--- config.mk ---
export PLATFORM = sky130hd
export DESIGN_NAME = col_token_readout
export DESIGN_NICKNAME = d
export VERILOG_FILES = /design/src/rtl/colrd_pkg.sv /design/src/rtl/col_first_req.sv /design/src/rtl/col_field_mux.sv /design/src/rtl/hit_word_pack.sv /design/src/rtl/col_token_readout.sv
export SDC_FILE = /design/constraint.sdc
export NUM_CORES = 1
export LEC_CHECK = 0
export BUFFER_PORTS_ARGS = -buffer_cell sky130_fd_sc_hd__buf_2
export CAP_MARGIN = 20
export CORE_AREA = 2 2 189 191
export CTS_CLUSTER_SIZE = 8
export DETAILED_ROUTE_END_ITERATION = 7
export DIE_AREA = 0 0 191 193
export GPL_TIMING_DRIVEN = 0
export SYNTH_ARGS = -nofsm -noshare
export SYNTH_HDL_FRONTEND = slang
export SYNTH_HIERARCHICAL = 1
export SYNTH_SLANG_ARGS = --single-unit
--- constraint.sdc ---
create_clock -name clk -period 14.45 [get_ports clk]
set_input_delay 2.1675 -clock clk [delete_from_list [all_inputs] [get_ports clk]]
set_output_delay 2.1675 -clock clk [all_outputs]
set_load 0.05 [all_outputs]
--- src/rtl/colrd_pkg.sv ---
package colrd_pkg;

  localparam int ROW_W  = 7;
  localparam int ADC_W  = 3;
  localparam int CODE_W = 5;
  localparam int BCO_W  = 8;
  localparam int WORD_W = ROW_W + ADC_W + CODE_W + BCO_W;

  // bit position of the column code inside the packed word
  localparam int CODE_LO = ROW_W + ADC_W;

  typedef enum logic [1:0] {
    TK_IDLE = 2'd0,
    TK_SEEK = 2'd1,
    TK_TALK = 2'd2
  } tok_state_e;

  // k-th value whose two low bits are nonzero: three usable codes per group of four
  function automatic logic [CODE_W-1:0] col_code(input int unsigned k);
    int unsigned v;
    v = (k / 3) * 4 + (k % 3) + 1;
    return v[CODE_W-1:0];
  endfunction

  function automatic logic [WORD_W-1:0] pack_hit(
    input logic [ROW_W-1:0]  row,
    input logic [ADC_W-1:0]  adc,
    input logic [CODE_W-1:0] code,
    input logic [BCO_W-1:0]  bco
  );
    return {bco, code, adc, row};
  endfunction

endpackage

--- src/rtl/col_first_req.sv ---
module col_first_req #(
  parameter int N  = 22,
  parameter int IW = 5
) (
  input  logic [N-1:0]  req,
  input  logic [IW:0]   start,
  output logic          found,
  output logic [IW-1:0] idx
);
  // lowest requesting index at or above start; scanning downward lets the lowest win
  always_comb begin
    found = 1'b0;
    idx   = '0;
    for (int k = N - 1; k >= 0; k--) begin
      if (req[k] && (k >= int'(start))) begin
        found = 1'b1;
        idx   = IW'(k);
      end
    end
  end
endmodule

--- src/rtl/col_field_mux.sv ---
module col_field_mux
  import colrd_pkg::*;
#(
  parameter int N  = 22,
  parameter int IW = 5
) (
  input  logic [IW-1:0]      sel,
  input  logic [N-1:0]       req,
  input  logic [N-1:0]       last,
  input  logic [N*ROW_W-1:0] row_flat,
  input  logic [N*ADC_W-1:0] adc_flat,
  input  logic [N*BCO_W-1:0] bco_flat,
  output logic               sel_req,
  output logic               sel_last,
  output logic [ROW_W-1:0]   sel_row,
  output logic [ADC_W-1:0]   sel_adc,
  output logic [BCO_W-1:0]   sel_bco
);
  logic [ROW_W-1:0] row_a [N];
  logic [ADC_W-1:0] adc_a [N];
  logic [BCO_W-1:0] bco_a [N];

  for (genvar g = 0; g < N; g++) begin : g_unpack
    assign row_a[g] = row_flat[g*ROW_W +: ROW_W];
    assign adc_a[g] = adc_flat[g*ADC_W +: ADC_W];
    assign bco_a[g] = bco_flat[g*BCO_W +: BCO_W];
  end

  assign sel_req  = req[sel];
  assign sel_last = last[sel];
  assign sel_row  = row_a[sel];
  assign sel_adc  = adc_a[sel];
  assign sel_bco  = bco_a[sel];
endmodule

--- src/rtl/hit_word_pack.sv ---
module hit_word_pack
  import colrd_pkg::*;
#(
  parameter int IW = 5
) (
  input  logic              drive,
  input  logic [IW-1:0]     col_idx,
  input  logic [ROW_W-1:0]  row,
  input  logic [ADC_W-1:0]  adc,
  input  logic [BCO_W-1:0]  bco,
  output logic [WORD_W-1:0] word
);
  always_comb begin
    if (drive) word = pack_hit(row, adc, col_code(32'(col_idx)), bco);
    else       word = '0;
  end
endmodule

--- src/rtl/col_token_readout.sv ---
module col_token_readout
  import colrd_pkg::*;
#(
  parameter int NCOL = 22,
  localparam int IW  = $clog2(NCOL)
) (
  input  logic                  clk,
  input  logic                  rst,
  input  logic [NCOL-1:0]       col_req,
  input  logic [NCOL-1:0]       col_last,
  input  logic [NCOL*ROW_W-1:0] col_row,
  input  logic [NCOL*ADC_W-1:0] col_adc,
  input  logic [NCOL*BCO_W-1:0] col_bco,
  output logic [NCOL-1:0]       col_adv,
  output logic                  out_valid,
  output logic [WORD_W-1:0]     out_word
);
  tok_state_e state_q, state_d;
  logic [IW-1:0] col_q, col_d;

  logic          sel_req, sel_last;
  logic [ROW_W-1:0] sel_row;
  logic [ADC_W-1:0] sel_adc;
  logic [BCO_W-1:0] sel_bco;

  logic [IW:0]   search_start;
  logic          found;
  logic [IW-1:0] found_idx;

  // named events, observed by the bound checker
  logic talking, col_done, launch, handoff, sweep_end;

  col_field_mux #(.N(NCOL), .IW(IW)) u_mux (
    .sel      (col_q),
    .req      (col_req),
    .last     (col_last),
    .row_flat (col_row),
    .adc_flat (col_adc),
    .bco_flat (col_bco),
    .sel_req  (sel_req),
    .sel_last (sel_last),
    .sel_row  (sel_row),
    .sel_adc  (sel_adc),
    .sel_bco  (sel_bco)
  );

  // a fresh launch scans from column 0; a finishing column scans strictly above itself
  assign search_start = (state_q == TK_SEEK) ? '0 : ({1'b0, col_q} + (IW+1)'(1));

  col_first_req #(.N(NCOL), .IW(IW)) u_find (
    .req   (col_req),
    .start (search_start),
    .found (found),
    .idx   (found_idx)
  );

  assign talking   = (state_q == TK_TALK) && sel_req;
  assign col_done  = (state_q == TK_TALK) && (!sel_req || sel_last);
  assign launch    = (state_q == TK_IDLE) && (|col_req);
  assign handoff   = col_done && found;
  assign sweep_end = col_done && !found;

  always_comb begin
    state_d = state_q;
    col_d   = col_q;
    unique case (state_q)
      TK_IDLE: if (launch) state_d = TK_SEEK;
      TK_SEEK: begin
        if (found) begin
          state_d = TK_TALK;
          col_d   = found_idx;
        end else begin
          state_d = TK_IDLE;
        end
      end
      TK_TALK: begin
        if (handoff)        col_d   = found_idx;
        else if (sweep_end) state_d = TK_IDLE;
      end
      default: state_d = TK_IDLE;
    endcase
  end

  always_ff @(posedge clk) begin
    if (rst) begin
      state_q <= TK_IDLE;
      col_q   <= '0;
    end else begin
      state_q <= state_d;
      col_q   <= col_d;
    end
  end

  for (genvar g = 0; g < NCOL; g++) begin : g_adv
    assign col_adv[g] = talking && (col_q == IW'(g));
  end

  assign out_valid = talking;

  hit_word_pack #(.IW(IW)) u_pack (
    .drive   (talking),
    .col_idx (col_q),
    .row     (sel_row),
    .adc     (sel_adc),
    .bco     (sel_bco),
    .word    (out_word)
  );
endmodule

==> results.cfg <==
[detailed_routing]
drt_drc_violations_left = 0
route.vias.total = 8455
postRouteAntennaNets = 0
drt_iter0_drc = 498
routedWlPerCell_microns = 23.5
route.detailed.vias_per_inst = 4.93
routed_wirelength_microns = 40300
detail_route.first_pass.iterations = 5

[floorplanning]
pin_count = 488
dieWidth_microns = 191
die_h_microns = 193
coreArea_sq_mm = 0.0350
fp-row-count = 69
die_area_sq_mm = 0.0369
start_util = 0.179

[clock_network]
cts-buffers-inserted = 3
htree_levels = 1
cts-hold-fix-buffers = 0
clk_pin_slew_worst_paths_ps = 40
post_cts.resized_instances = 0
tritoncts = yes
clk_latency_worst_skew_pair_ps = 230
numClockSinks = 7
cts_setup_buffers = 0
cts_buffer_depth = 2
clock_tree.root_cell = clkbuf_16

[logic_synthesis]
yosys_warnings = 6
synth_simple_gate_area_frac = 0.232
synthDominantAreaCellType = mux2i_1
synth.cell_area_sq_mm = 0.00626
synthFlopType = dfxtp_1
post_synth_xor_area_fraction = 0.0138
synthAdderAreaFrac = 0.0256
synth_seq_area_share = 0.0224
post_synth_mux_area_share = 0.419
yosysTopAreaCellShare = 0.229
syn-num-nets = 1210
syn_avg_cell_area_sq_um = 8.27
syn-instance-count = 757
synth-async-reset-ratio = 0
synth_compound_area_frac = 0.208
ys_ff_latch = 7
synth_top_family_by_area = multiplexers
synth_edf_count = 0
post_synth_num_cell_types = 90
ys_top_cells_by_area = mux2i_1, mux4_2, a22oi_1

[setup_path]
cp_data_required_time_ps = 12280
critical_path_class = reg2out
crit_path_max_fanout = 14
worst_ep_arrival_ps = 5720
critical_path.startpoint_type = flop
setup.worst_path.end_class = output pin

[status]
status = complete, no violations

[place]
placed_cells_incl_taps = 1705
hpwlAfterDp_microns = 34300
gpl.final_weighted_congestion = 0.904
placed_area_sq_mm = 0.00927
placement.io_buffers = 487
pre_cts_ws_ps = 6850

[final_layout]
final-instance-count-excl-fill = 1715
layout.cells.most_common = buf_2
areaGrowthSynthToFinish_pct = 49.7
most-common-layout-cells = buf_2, mux2i_1, nor2_1
nets = 1702
final_layout_size_suffix_gt1_frac = 0.502
nFillCells = 3867
stdcell_area_sq_mm = 0.00937

[power]
comb_power_share = 0.865
seq_power_share = 0.050
vdd_ir_drop_max_mv = 0.0376
cell_internal_pwr_uw = 273
swShare = 0.514
power_leakage_uw = 0.00422
power_uw = 562
netSwitchingPower_uw = 289
cellPowerDensity_mw_per_mm2 = 59.9
p_clk_frac = 0.084

[sta]
fin_worst_skew_ps = 1.19
setup_viol = 0
final_hold_viol_count = 0
maxClockFrequency_ghz = 0.127
finalSetupTns_ps = 0
period_share = 0.546
rsz0062_at_grt = no
layout_setup_ws_ps = 6560
slew_viol_final = 0
worstMarginPinSlew_ps = 933
maxSlewHeadroom = 0.378
finalWorstPathRequiredPeriod_ps = 7890

[global_routing]
wire_length_of_the_first_global_routing_pass_microns = 54800
track_usage = 0.205
grt_start_max_net_pins = 15
antenna_violations_before_repair = 10
grt-ovfl-total = 0
grt_pass1_vias = 8386

[flow_run]
cap_viol_max_count = 0

[min_path]
worstHoldPathType = reg2reg
==> cell usage after synthesis (3+ instances only) <==
cell	number
mux2i_1	143
nor2_1	53
nand3_1	46
a22oi_1	42
nand2_1	38
and2_1	35
o21ai_0	34
mux4_2	32
buf_2	27
o22ai_1	23
clkbuf_1	22
mux2_2	22
a21oi_1	18
inv_1	15
ha_1	11
nor2b_1	11
a31oi_1	9
o211ai_1	9
o21ai_1	9
mux4_1	8
nand2b_1	8
buf_6	7
dfxtp_1	7
nand4b_1	6
a21boi_0	5
and3_1	5
and3b_1	5
nor3_2	5
xor2_1	5
a32oi_1	4
nand2_2	4
nor4_1	4
a21o_1	3
a21oi_2	3
and4_1	3
buf_12	3
buf_4	3
nor3_1	3
xnor2_1	3
==> kinds of logic after synthesis <==
logic type               count (synthesis)
flip-flops                               7
XOR/XNOR                                 9
AND/OR/NAND/NOR                        253
adder cells (fa/ha/maj)                 13
multiplexers                           206
AO/OA/AOI/OAI                          186
buffers and inverters                   83
==> path summary, 6_finish.rpt <==
path | startpoint | to | slack, ps | cells after the start
worst max register to register | col_q[0]$_SDFFE_PP0P_ | col_q[4]$_SDFFE_PP0P_ | 10360 | 13
worst min register to register | state_q[0]$_SDFFE_PP0P_ | state_q[0]$_SDFFE_PP0P_ | 660 | 2
worst max-delay path | col_q[4]$_SDFFE_PP0P_ | out_word[14] | 6560 | 22
worst min-delay path | state_q[0]$_SDFFE_PP0P_ | state_q[0]$_SDFFE_PP0P_ | 660 | 2
==> per-stage QoR <==
step | hold WS [ps] | utilization
global route | 678 | 0.268
CTS | 654 | 0.267
floorplan | 548 | -
detailed placement | 647 | 0.265
global placement | 628 | 0.265
finish | 656 | 0.268
==> per-layer routing <==
| layer | part of all wire | routed length [microns] | GRT usage | up-vias |
|---|---|---|---|---|
| met5 | 0.00032 | 13 | 0 | - |
| met4 | 0.034 | 1350 | 0.0659 | 2 |
| met3 | 0.068 | 2750 | 0.0286 | 48 |
| met2 | 0.50 | 20100 | 0.376 | 410 |
| met1 | 0.40 | 16000 | 0.246 | 4059 |
| li1 | - | - | - | 3936 |
==> critical path, stage by stage, from the launching register on <==
cell,delay [ps]
dfxtp_1,660
ha_1,260
buf_6,140
mux2_4,340
a211oi_4,310
inv_2,110
ha_1,270
a31oi_1,240
a21boi_1,500
o311ai_0,220
o21ai_0,160
ha_1,220
inv_1,100
nand4b_4,150
mux2_2,370
ha_1,220
a21o_1,180
a21oi_1,170
xor2_1,180
xnor2_1,150
xnor2_1,130
and2_1,130
buf_2,260
==> registers in the layout (all words and copies together) (netlist names) <==
signal	flops
col_q	5
state_q	2
==> layout make-up <==
type | count | area [sq um] | share of cell area
multi-input combinational | 667 | 5630 | 0.601
antenna | 6 | 15.0 | 0.00160
tap | 461 | 577 | 0.0616
sequential | 7 | 140 | 0.0150
clock buffer | 4 | 78.8 | 0.00841
timing repair buffer | 487 | 2440 | 0.260
buffer | 66 | 425 | 0.0454
inverter | 17 | 63.8 | 0.00681
==> power by group through the flow <==
stage	combinational, uW	sequential [uW]	clock (uW)
CTS	490	28.5	47.9
floorplan	305	24.9	0
global route	522	29.2	49.5
global placement	483	28.8	0
detailed placement	488	28.8	0
finish	486	28.3	47.4
No activity file was read; power rests on OpenSTA's default activity.
